`config.mk`:
```
export PLATFORM = sky130hd
export DESIGN_NAME = rtc_alarm_timer
export DESIGN_NICKNAME = d
export VERILOG_FILES = /design/src/rtl/rtc_pkg.sv /design/src/rtl/rtc_prescaler.sv /design/src/rtl/rtc_counter.sv /design/src/rtl/rtc_alarm_match.sv /design/src/rtl/rtc_status.sv /design/src/rtl/rtc_alarm_timer.sv
export SDC_FILE = /design/constraint.sdc
export NUM_CORES = 1
export LEC_CHECK = 0
export ABC_AREA = 1
export BUFFER_PORTS_ARGS = -buffer_cell sky130_fd_sc_hd__buf_2
export CORE_MARGIN = 4
export CORE_UTILIZATION = 30
export CTS_CLUSTER_SIZE = 25
export DETAILED_ROUTE_END_ITERATION = 16
export PLACE_DENSITY = 0.49
export SYNTH_ARGS = -nofsm -noshare
export SYNTH_HDL_FRONTEND = slang
export SYNTH_SLANG_ARGS = --single-unit
```
`constraint.sdc`:
```
create_clock -name clk -period 5.9 [get_ports clk]
set_clock_uncertainty 0.2 [all_clocks]
set_input_delay 0 -clock clk [delete_from_list [all_inputs] [get_ports clk]]
set_output_delay 0 -clock clk [all_outputs]
set_load 0.05 [all_outputs]
```
`src/rtl/rtc_pkg.sv`:
```
package rtc_pkg;
  localparam int unsigned OFF_COUNT   = 'h00;
  localparam int unsigned OFF_ALARM0  = 'h04;
  localparam int unsigned OFF_STATUS  = 'h08;
  localparam int unsigned OFF_DIVIDE  = 'h0C;
  localparam int unsigned OFF_SPARE   = 'h14;
  localparam int unsigned OFF_ALARM1  = 'h18;
  localparam int unsigned OFF_CLKSEL  = 'h1C;
  localparam int unsigned OFF_KEEP    = 'h40;

  localparam int unsigned BIT_A0_EVT = 0;
  localparam int unsigned BIT_TK_EVT = 1;
  localparam int unsigned BIT_A0_EN  = 2;
  localparam int unsigned BIT_TK_EN  = 3;
  localparam int unsigned BIT_A1_EVT = 4;
  localparam int unsigned BIT_A1_EN  = 6;

  localparam logic [1:0] CLKSEL_RUN = 2'd3;

  // Sticky event update: a set in the same cycle beats a clear.
  function automatic logic sticky_next(input logic cur, input logic clr, input logic set);
    return (cur & ~clr) | set;
  endfunction

  // Index of the last prescaler state before a step: 2*(div+1)-1.
  function automatic logic [32:0] presc_last(input logic [31:0] div);
    return {div, 1'b1};
  endfunction
endpackage

```
`src/rtl/rtc_prescaler.sv`:
```
module rtc_prescaler #(
  parameter int DIV_W = 16
) (
  input  logic             clk,
  input  logic             rst_n,
  input  logic             run,
  input  logic             restart,
  input  logic             ref_pulse,
  input  logic [DIV_W-1:0] div,
  output logic             step
);
  localparam int PW = DIV_W + 1;

  logic [PW-1:0] phase_q;
  logic [PW-1:0] last;
  logic          at_end;
  logic [32:0]   last_wide;

  assign last_wide = rtc_pkg::presc_last(32'(div));
  assign last      = last_wide[PW-1:0];
  assign at_end    = (phase_q >= last);
  assign step      = run & ref_pulse & at_end & ~restart;

  always_ff @(posedge clk) begin
    if (!rst_n) begin
      phase_q <= '0;
    end else if (restart) begin
      phase_q <= '0;
    end else if (run && ref_pulse) begin
      phase_q <= at_end ? '0 : phase_q + 1'b1;
    end
  end
endmodule

```
`src/rtl/rtc_counter.sv`:
```
module rtc_counter #(
  parameter int CNT_W = 32,
  parameter int SUB_W = 4
) (
  input  logic             clk,
  input  logic             rst_n,
  input  logic             load,
  input  logic [CNT_W-1:0] load_val,
  input  logic             step,
  output logic [CNT_W-1:0] cnt,
  output logic [CNT_W-1:0] cnt_inc,
  output logic             advance,
  output logic             wrap,
  output logic             sec_pulse
);
  logic [CNT_W-1:0] cnt_q;
  logic             sec_q;

  assign cnt       = cnt_q;
  assign cnt_inc   = cnt_q + 1'b1;
  assign advance   = step & ~load;
  assign wrap      = advance & (cnt_inc[SUB_W-1:0] == '0);
  assign sec_pulse = sec_q;

  always_ff @(posedge clk) begin
    if (!rst_n) begin
      cnt_q <= '0;
      sec_q <= 1'b0;
    end else begin
      sec_q <= wrap;
      if (load)         cnt_q <= load_val;
      else if (advance) cnt_q <= cnt_inc;
    end
  end
endmodule

```
`src/rtl/rtc_alarm_match.sv`:
```
module rtc_alarm_match #(
  parameter int CNT_W = 32,
  parameter int N_ALM = 2
) (
  input  logic                   advance,
  input  logic [CNT_W-1:0]       cnt_inc,
  input  logic [N_ALM*CNT_W-1:0] alarms,
  output logic [N_ALM-1:0]       hit
);
  for (genvar i = 0; i < N_ALM; i++) begin : g_cmp
    assign hit[i] = advance & (cnt_inc == alarms[i*CNT_W +: CNT_W]);
  end
endmodule

```
`src/rtl/rtc_status.sv`:
```
module rtc_status (
  input  logic       clk,
  input  logic       rst_n,
  input  logic       wr,
  input  logic [7:0] wdata,
  input  logic       a0_hit,
  input  logic       a1_hit,
  input  logic       tk_hit,
  output logic [7:0] status,
  output logic       a0_set,
  output logic       irq
);
  import rtc_pkg::*;

  logic a0_evt_q, a1_evt_q, tk_evt_q;
  logic a0_en_q, a1_en_q, tk_en_q;
  logic a1_set;

  assign a0_set = a0_hit & a0_en_q;
  assign a1_set = a1_hit & a1_en_q;

  always_ff @(posedge clk) begin
    if (!rst_n) begin
      a0_evt_q <= 1'b0; a1_evt_q <= 1'b0; tk_evt_q <= 1'b0;
      a0_en_q  <= 1'b0; a1_en_q  <= 1'b0; tk_en_q  <= 1'b0;
    end else begin
      a0_evt_q <= sticky_next(a0_evt_q, wr & wdata[BIT_A0_EVT], a0_set);
      a1_evt_q <= sticky_next(a1_evt_q, wr & wdata[BIT_A1_EVT], a1_set);
      tk_evt_q <= sticky_next(tk_evt_q, wr & wdata[BIT_TK_EVT], tk_hit);
      if (wr) begin
        a0_en_q <= wdata[BIT_A0_EN];
        a1_en_q <= wdata[BIT_A1_EN];
        tk_en_q <= wdata[BIT_TK_EN];
      end
    end
  end

  always_comb begin
    status             = '0;
    status[BIT_A0_EVT] = a0_evt_q;
    status[BIT_TK_EVT] = tk_evt_q;
    status[BIT_A0_EN]  = a0_en_q;
    status[BIT_TK_EN]  = tk_en_q;
    status[BIT_A1_EVT] = a1_evt_q;
    status[BIT_A1_EN]  = a1_en_q;
  end

  assign irq = (a0_evt_q & a0_en_q) | (tk_evt_q & tk_en_q) | (a1_evt_q & a1_en_q);
endmodule

```
`src/rtl/rtc_alarm_timer.sv`:
```
module rtc_alarm_timer #(
  parameter int ADDR_W = 8,
  parameter int DATA_W = 32,
  parameter int DIV_W  = 16,
  parameter int SUB_W  = 4
) (
  input  logic              clk,
  input  logic              rst_n,
  input  logic              ref_pulse,
  input  logic              bus_sel,
  input  logic              bus_wr,
  input  logic [ADDR_W-1:0] bus_addr,
  input  logic [DATA_W-1:0] bus_wdata,
  output logic [DATA_W-1:0] bus_rdata,
  output logic              irq,
  output logic              sec_tick
);
  import rtc_pkg::*;

  localparam int N_ALM = 2;
  localparam int SEL_W = DATA_W;

  logic              wr_any;
  logic              wr_cnt, wr_a0, wr_a1, wr_st, wr_div, wr_spare, wr_sel, wr_keep;
  logic [DATA_W-1:0] alarm0_q, alarm1_q, spare_q, keep_q;
  logic [DIV_W-1:0]  div_q;
  logic [SEL_W-1:0]  clksel_q;
  logic              run;
  logic              step;
  logic [DATA_W-1:0] cnt, cnt_inc;
  logic              advance, wrap;
  logic [N_ALM-1:0]  hit;
  logic [7:0]        status;
  logic              a0_set;

  function automatic logic at(input logic [ADDR_W-1:0] a, input int unsigned off);
    return a == ADDR_W'(off);
  endfunction

  assign wr_any   = bus_sel & bus_wr;
  assign wr_cnt   = wr_any & at(bus_addr, OFF_COUNT);
  assign wr_a0    = wr_any & at(bus_addr, OFF_ALARM0);
  assign wr_a1    = wr_any & at(bus_addr, OFF_ALARM1);
  assign wr_st    = wr_any & at(bus_addr, OFF_STATUS);
  assign wr_div   = wr_any & at(bus_addr, OFF_DIVIDE);
  assign wr_spare = wr_any & at(bus_addr, OFF_SPARE);
  assign wr_sel   = wr_any & at(bus_addr, OFF_CLKSEL);
  assign wr_keep  = wr_any & at(bus_addr, OFF_KEEP);

  always_ff @(posedge clk) begin
    if (!rst_n) begin
      alarm0_q <= '0; alarm1_q <= '0; spare_q <= '0; keep_q <= '0;
      div_q    <= '0; clksel_q <= '0;
    end else begin
      if (wr_a0)    alarm0_q <= bus_wdata;
      if (wr_a1)    alarm1_q <= bus_wdata;
      if (wr_spare) spare_q  <= bus_wdata;
      if (wr_keep)  keep_q   <= bus_wdata;
      if (wr_div)   div_q    <= bus_wdata[DIV_W-1:0];
      if (wr_sel)   clksel_q <= bus_wdata;
    end
  end

  assign run = (clksel_q == SEL_W'(CLKSEL_RUN));

  rtc_prescaler #(.DIV_W(DIV_W)) u_presc (
    .clk(clk), .rst_n(rst_n), .run(run), .restart(wr_cnt),
    .ref_pulse(ref_pulse), .div(div_q), .step(step)
  );

  rtc_counter #(.CNT_W(DATA_W), .SUB_W(SUB_W)) u_cnt (
    .clk(clk), .rst_n(rst_n), .load(wr_cnt), .load_val(bus_wdata), .step(step),
    .cnt(cnt), .cnt_inc(cnt_inc), .advance(advance), .wrap(wrap), .sec_pulse(sec_tick)
  );

  rtc_alarm_match #(.CNT_W(DATA_W), .N_ALM(N_ALM)) u_match (
    .advance(advance), .cnt_inc(cnt_inc), .alarms({alarm1_q, alarm0_q}), .hit(hit)
  );

  rtc_status u_status (
    .clk(clk), .rst_n(rst_n), .wr(wr_st), .wdata(bus_wdata[7:0]),
    .a0_hit(hit[0]), .a1_hit(hit[1]), .tk_hit(wrap),
    .status(status), .a0_set(a0_set), .irq(irq)
  );

  always_comb begin
    bus_rdata = '0;
    if      (at(bus_addr, OFF_COUNT))  bus_rdata = cnt;
    else if (at(bus_addr, OFF_ALARM0)) bus_rdata = alarm0_q;
    else if (at(bus_addr, OFF_STATUS)) bus_rdata = DATA_W'(status);
    else if (at(bus_addr, OFF_DIVIDE)) bus_rdata = DATA_W'(div_q);
    else if (at(bus_addr, OFF_SPARE))  bus_rdata = spare_q;
    else if (at(bus_addr, OFF_ALARM1)) bus_rdata = alarm1_q;
    else if (at(bus_addr, OFF_CLKSEL)) bus_rdata = clksel_q;
    else if (at(bus_addr, OFF_KEEP))   bus_rdata = keep_q;
  end
endmodule

```
==> results.sh, run 1 <==
export IMPL_finalWeightedCongestion=0.933
export IMPL_final_nets=2081
export IMPL_p_leak_nw=5.69
export IMPL_layout_drive_gt1_share_pct=8.83
export IMPL_cp_required_ns=5.70
export IMPL_wirelength_um=51000
export IMPL_ys_ff_latch=232
export IMPL_grt_max_degree=99
export IMPL_antenna_cells=0
export IMPL_worstHoldEndpoint="u_status.a0_en_q$_SDFFE_PN0P_"
export IMPL_ys_types=42
export IMPL_cts_setup_buffers=0
export IMPL_hold_class="in2reg"
export IMPL_fin_ws_ns=1.48
export IMPL_cts_num_sinks=232
export IMPL_setup_violations=0
export IMPL_end_kind="output port"
export IMPL_rows=75
export IMPL_fp_dieH_um=215
export IMPL_cts_tree="yes"
export IMPL_syn_cell_area_um2=12800
export IMPL_dp_hpwl_um=37100
export IMPL_grt_pass1_vias=12593
export IMPL_min_delay_path_depth=8
export IMPL_critPathSlowestCell="inv_1"
export IMPL_worstMarginPinSlew_ns=1.19
export IMPL_fin_setup_tns_ns=0
export IMPL_grt_usage_pct=21.2
export IMPL_yosysWarnings=0
export IMPL_drtIter0Drc=1403
export IMPL_clock_latency_ns=0.57
export IMPL_core_um2=42100
export IMPL_viasPerCell=5.26
export IMPL_grt_util_met2_pct=32.4
export IMPL_post_route_period_util_pct=74.9
export IMPL_startpoint_type="primary input"
export IMPL_io_pins=79
export IMPL_drt_drc_violations_left=0
export IMPL_postSynthAreaPerCell_um2=6.59
export IMPL_ant_nets=0
export IMPL_final_max_slew_viol_count=0
export IMPL_globalRouteMet3Util_pct=3.29
export IMPL_post_cts_resized=0
export IMPL_path_max_fanout=39
export IMPL_worst_ir_drop_vdd_mv=0.220
export IMPL_critPathMaxStageDelay_ns=0.90
export IMPL_overflow=0
export IMPL_wl_per_cell_um=19.8
export IMPL_synth_cells=1949
export IMPL_seq_area_frac_synth_pct=36.2
export IMPL_rsz0062_at_grt="no"
export IMPL_critical_path_top_delay_family="buffers and inverters"
export IMPL_grt_pass1_wl_um=77100
export IMPL_holdBufCountCts=44
export IMPL_powerDensity_nw_per_um2=237
export IMPL_timing_fmax_mhz=226
export IMPL_die_w_um=215
export IMPL_r2r_end="u_cnt.cnt[28]$_SDFFE_PN0P_"
export IMPL_dp_slack_ns=2.18
export IMPL_fin_crit_ns=4.42
export IMPL_synth_fp_nets=2012
export IMPL_r2r_start="div_q[13]$_SDFFE_PN0P_"
export IMPL_cts_buffers=29
export IMPL_busiest_layer="met2"
export IMPL_start_util_pct=30.5
export IMPL_critPathBufInv=7
export IMPL_vias=13566
export IMPL_worstPathCellList="dlygate4sd3_1 > buf_2 > nand3_1 > dlygate4sd3_1 > nor2_2 > dlygate4sd3_1 > buf_4 > inv_1 > o21ai_0 > o22ai_1 > o211ai_1 > buf_2"
export IMPL_reg2regPathDepth=11
export IMPL_hold_violations=0
export IMPL_clockRootBuffer="clkbuf_16"
export IMPL_crit_top_cell="dlygate4sd3_1"
export IMPL_max_slew_margin_rel_pct=20.4
export IMPL_cp_arrival_ns=4.22
export IMPL_clk_pin_slew_ns=0.06
export IMPL_maxCapViolCount=0
export IMPL_dieArea_um2=46200
export IMPL_cts_max_path_buffers=3
export IMPL_antenna_found_initial=1
export IMPL_r2r_slack_ns=2.64
export IMPL_grtUsageMet1_pct=30.8
export IMPL_drt_first_pass_iters=6
export IMPL_htree_levels=1
export IMPL_critical_path_class="in2out"
export IMPL_status="completed"
export IMPL_area_delta_synth_final_pct=16.8
export IMPL_port_buffers=78
export IMPL_hold_path_startpoint="bus_addr[7]"
## how the worst max path moves through the flow
| stage | start | cells after the start | slack, ns | to |
|---|---|---|---|---|
| after floorplan | div_q[11]$_SDFFE_PN0P_ | 13 | 3.67 | u_cnt.cnt[10]$_SDFFE_PN0P_ |
| after global placement | bus_addr[1] | 8 | 2.16 | alarm1_q[14]$_SDFFE_PN0P_ |
| after detailed placement | bus_addr[1] | 8 | 2.18 | alarm1_q[20]$_SDFFE_PN0P_ |
| after CTS | bus_addr[4] | 12 | 1.58 | bus_rdata[28] |
| after global routing | bus_addr[4] | 12 | 1.23 | bus_rdata[19] |
| final | bus_addr[4] | 12 | 1.48 | bus_rdata[18] |
## per-layer routing
layer,routed length [um],part of all wire (%)
met3,3820,7.5
met1,24000,47
met4,1360,2.7
met2,21800,43
met5,0,0
## where the power goes
group	switching (mW)	leakage [nW]	internal [mW]
sequential	0.00117	1.87	1.57
combinational	0.109	3.33	0.0444
clock	0.737	0.486	1.10
total	0.847	5.69	2.71
## placed cells by master (no fill, tap or decap), types with 6 or more instances in the layout
cell | Yosys | routed
a21oi_1 | 219 | 219
a31oi_1 | 17 | 17
buf_2 | 21 | 77
buf_4 | 5 | 12
clkbuf_16 | 0 | 29
clkbuf_8 | 0 | 6
clkinv_2 | 0 | 9
dfxtp_1 | 232 | 232
dlygate4sd3_1 | 0 | 44
ha_1 | 18 | 18
inv_1 | 226 | 226
nand2_1 | 411 | 409
nand2_2 | 13 | 15
nand3_1 | 163 | 163
nand4_1 | 26 | 26
nor2_1 | 137 | 137
nor2_2 | 8 | 8
nor3_1 | 11 | 11
nor4_1 | 9 | 9
o211ai_1 | 34 | 34
o21ai_0 | 228 | 228
o21ai_1 | 6 | 6
o22ai_1 | 25 | 25
xor2_1 | 21 | 21
## state kept, by name, summed over array words and instances, names as in the netlist, 16 cells and up
register,cells
alarm0_q,32
alarm1_q,32
clksel_q,32
div_q,16
keep_q,32
spare_q,32
u_cnt.cnt,32
u_presc.phase_q,17
## kinds of logic (layout without fill, tap and decap cells)
kind of cell    Yosys count  in the layout  synth area share (%)
buf+inv                 329            418                  9.97
flops                   232            232                  36.2
compound gates          545            545                  22.7
xor+xnor                 25             25                  2.03
fa+ha+maj                18             18                  1.75
simple gates            800            800                  27.4
## synth_stat cells
library cell	count	share of area, %
nand2_1	411	12
xnor2_1	1	0.068
inv_1	226	6.6
nor2_2	8	0.39
a211oi_1	5	0.29
o21ai_0	228	8.9
buf_1	1	0.029
nor2_8	3	0.47
o2111ai_1	1	0.068
o221ai_1	3	0.20
o21ai_2	1	0.068
nand3_4	1	0.14
clkinv_1	3	0.088
nor3_1	11	0.43
inv_2	5	0.15
o21ai_1	6	0.23
nor3_2	2	0.16
nand2_2	13	0.63
nor2_1	137	4.0
o22ai_1	25	1.2
a31oi_1	17	0.83
o211ai_1	34	2.0
clkbuf_1	68	2.0
a21o_1	1	0.058
a221oi_1	3	0.20
xor2_1	21	1.4
or2_1	1	0.049
nand4_1	26	1.3
buf_2	21	0.82
dfxtp_1	232	36
buf_4	5	0.29
and2_1	4	0.19
nor4_1	9	0.44
o21a_1	1	0.058
nand3b_1	4	0.23
nand3_1	163	6.4
xnor3_1	3	0.53
a21oi_2	1	0.068
nor2_4	5	0.44
ha_1	18	1.8
a21oi_1	219	8.5
nand3_2	2	0.16
## final cells by class
class,instances,area [um2]
Tap cell,539,674
Sequential cell,232,4640
Timing Repair Buffer,133,916
Multi-Input combinational cell,1388,6920
Fill cell,4474,27100
Clock buffer,38,820
Inverter,234,878
Clock inverter,13,144
## metrics by stage
| stage | util [%] | power (mW) | instances | hold slack, ns | instance area, um2 |
|---|---|---|---|---|---|
| floorplan | - | 1.66 | 1949 | -0.0518 | 12800 |
| global placement | 32.3 | 1.73 | 2482 | 0.138 | 13600 |
| detailed placement | 32.3 | 1.73 | 2482 | 0.142 | 13600 |
| CTS | 35.6 | 3.59 | 2577 | 0.00193 | 15000 |
| global route | 35.6 | 3.66 | 2577 | 0.115 | 15000 |
| finish | 35.6 | 3.56 | 2577 | 0.0280 | 15000 |
## worst reg2reg max path, delay by kind of cell, from the launching register on
| kind | cells | cell delay, ns |
|---|---|---|
| AND/OR/NAND/NOR | 7 | 1.38 |
| buffers and inverters | 2 | 0.69 |
| flip-flops | 1 | 0.42 |
| adder cells (fa/ha/maj) | 1 | 0.30 |
| AO/OA/AOI/OAI | 1 | 0.18 |
Power figures use the tool's default switching activity.
==> run 2: changes to the inputs <==
PLACE_DENSITY = 0.51   (was 0.49)
clock period = 3.79 ns   (was 5.9 ns; I/O delays follow)
==> results.sh, run 2 (synthesis results as in run 1) <==
export IMPL_cts_num_sinks=232
export IMPL_cts_max_path_buffers=3
export IMPL_p_leak_nw=5.73
export IMPL_layout_common_cells="nand2_1, dfxtp_1, o21ai_0, inv_1, a21oi_1"
export IMPL_clockRootBuffer="clkbuf_16"
export IMPL_layout_drive_gt1_share_pct=9.19
export IMPL_rows=75
export IMPL_cts_buffers=28
export IMPL_powerDensity_nw_per_um2=354
export IMPL_hold_violations=0
export IMPL_p_seq_share_pct=45.8
export IMPL_start_util_pct=30.5
export IMPL_vias=13549
export IMPL_design_area_um2=15100
export IMPL_antenna_cells=0
export IMPL_clock_latency_ns=0.58
export IMPL_setup_violations=0
export IMPL_max_slew_margin_rel_pct=42.1
export IMPL_ant_nets=0
export IMPL_end_kind="output port"
export IMPL_final_common_cell="nand2_1"
export IMPL_rsz0062_at_grt="no"
export IMPL_dp_slack_ns=0.707
export IMPL_worstMarginPinSlew_ns=0.868
export IMPL_crit_top_cell="dlygate4sd3_1"
export IMPL_drt_drc_violations_left=0
export IMPL_switching_share_pct=23.7
export IMPL_die_w_um=215
export IMPL_port_buffers=78
export IMPL_fin_setup_tns_ns=0
export IMPL_timing_fmax_mhz=282
export IMPL_overflow=0
export IMPL_grt_pass1_wl_um=77700
export IMPL_clk_pin_slew_ns=0.06
export IMPL_cp_arrival_ns=3.35
export IMPL_critPathMaxStageDelay_ns=0.59
export IMPL_fin_crit_ns=3.55
export IMPL_antenna_found_initial=0
export IMPL_cp_required_ns=3.59
export IMPL_grt_usage_pct=21.4
export IMPL_wl_per_cell_um=19.8
export IMPL_critPathBufInv=6
export IMPL_htree_levels=1
export IMPL_startpoint_type="primary input"
export IMPL_fillers=4522
export IMPL_finalPower_mw=5.33
export IMPL_maxCapViolCount=0
export IMPL_final_max_slew_viol_count=0
export IMPL_post_route_period_util_pct=93.6
export IMPL_viasPerCell=5.24
export IMPL_drt_first_pass_iters=6
export IMPL_combPwrFrac_pct=4.5
export IMPL_final_nets=2096
export IMPL_worst_ir_drop_vdd_mv=0.331
export IMPL_dp_hpwl_um=37700
export IMPL_p_clk_share_pct=49.7
export IMPL_cts_tree="yes"
export IMPL_status="completed"
export IMPL_path_max_fanout=32
export IMPL_critical_path_class="in2out"
export IMPL_fp_dieH_um=215
export IMPL_io_pins=79
export IMPL_critPathSlowestCell="dlygate4sd3_1"
export IMPL_drtIter0Drc=1216
export IMPL_regArea_um2=4640
export IMPL_hold_class="in2reg"
export IMPL_dieArea_um2=46200
export IMPL_core_um2=42100
export IMPL_wirelength_um=51100
export IMPL_worstPathCellList="dlygate4sd3_1 > buf_2 > nand3_1 > dlygate4sd3_1 > nor2_2 > dlygate4sd3_1 > buf_6 > nand2_1 > o21ai_0 > nand2_1 > o21ai_0 > nand3_1 > buf_2"
export IMPL_cell_internal_pwr_mw=4.07
export IMPL_p_sw_mw=1.26
export IMPL_multiInputGateArea_um2=6920
export IMPL_critical_path_top_delay_family="buffers and inverters"
export IMPL_dpl_cell_area_um2=13800
export IMPL_fin_ws_ns=0.241
export IMPL_finalWeightedCongestion=0.951
export IMPL_area_delta_synth_final_pct=17.4
export IMPL_grt_max_degree=84
export IMPL_grt_pass1_vias=12939
-- run 2: layer usage --
layer,GRT usage [%],wire (um),up-vias
met2,32.9,22000,447
li1,-,-,6675
met1,30.8,24000,6353
met3,3.80,3680,74
met5,0,0,-
met4,6.14,1400,0
-- run 2: final timing paths --
check	startpoint	end	slack, ns	cells past startpoint
worst max register to register	u_cnt.cnt[0]$_SDFFE_PN0P_	u_status.a1_evt_q$_SDFF_PN0_	0.69	14
worst max-delay path	bus_addr[4]	bus_rdata[12]	0.24	13
worst min register to register	spare_q[7]$_SDFFE_PN0P_	spare_q[7]$_SDFFE_PN0P_	0.26	2
worst min-delay path	bus_addr[6]	u_status.tk_en_q$_SDFFE_PN0P_	0.06	8
-- run 2: layout make-up --
class                      instances  share of cell area, %
inverter                         234                   5.83
multi-input combinational       1388                   45.9
timing repair buffer             149                   7.15
sequential                       232                   30.8
tap                              539                   4.47
clock buffer                      39                   5.45
clock inverter                     4                  0.374
-- run 2: what timing repair did --
| action | 4_1_cts | 5_1_grt |
|---|---|---|
| setup buffers | 0 | 0 |
| gates resized for setup | 0 | 1 |
| hold buffers | 44 | 0 |
| hold endpoints to repair | 222 | 0 |
| endpoints found under the setup margin | 0 | 1 |
-- run 2: power groups by stage --
stage	Clock, mW	Combinational [mW]	Sequential, mW
after floorplan	0	0.0897	2.50
final	2.65	0.240	2.44
after global placement	0	0.203	2.50
after global routing	2.80	0.256	2.44
after CTS	2.70	0.235	2.44
after detailed placement	0	0.202	2.50
-- run 2: worst register-to-register path, cell delays in order, from the launching register on --
cell and delay, ns:
dfxtp_1 0.60, ha_1 0.46, nand2_1 0.16, nor2_2 0.16, nand2_2 0.15, nor2_2 0.21, nand2_1 0.08, nand2_1 0.10
nand2_1 0.11, xor2_1 0.15, nor2_1 0.09, nand2_1 0.09, nor2_1 0.11, nand3_1 0.17, a21oi_1 0.18
-- run 2: stage by stage --
step,util (%),instances,hold slack [ns]
6_report,35.8,2585,0.0638
5_1_grt,35.8,2585,0.0784
4_1_cts,35.8,2585,0.0269
3_5_place_dp,32.6,2498,0.135
3_3_place_gp,32.6,2498,0.128
2_1_floorplan,-,1949,-0.0518
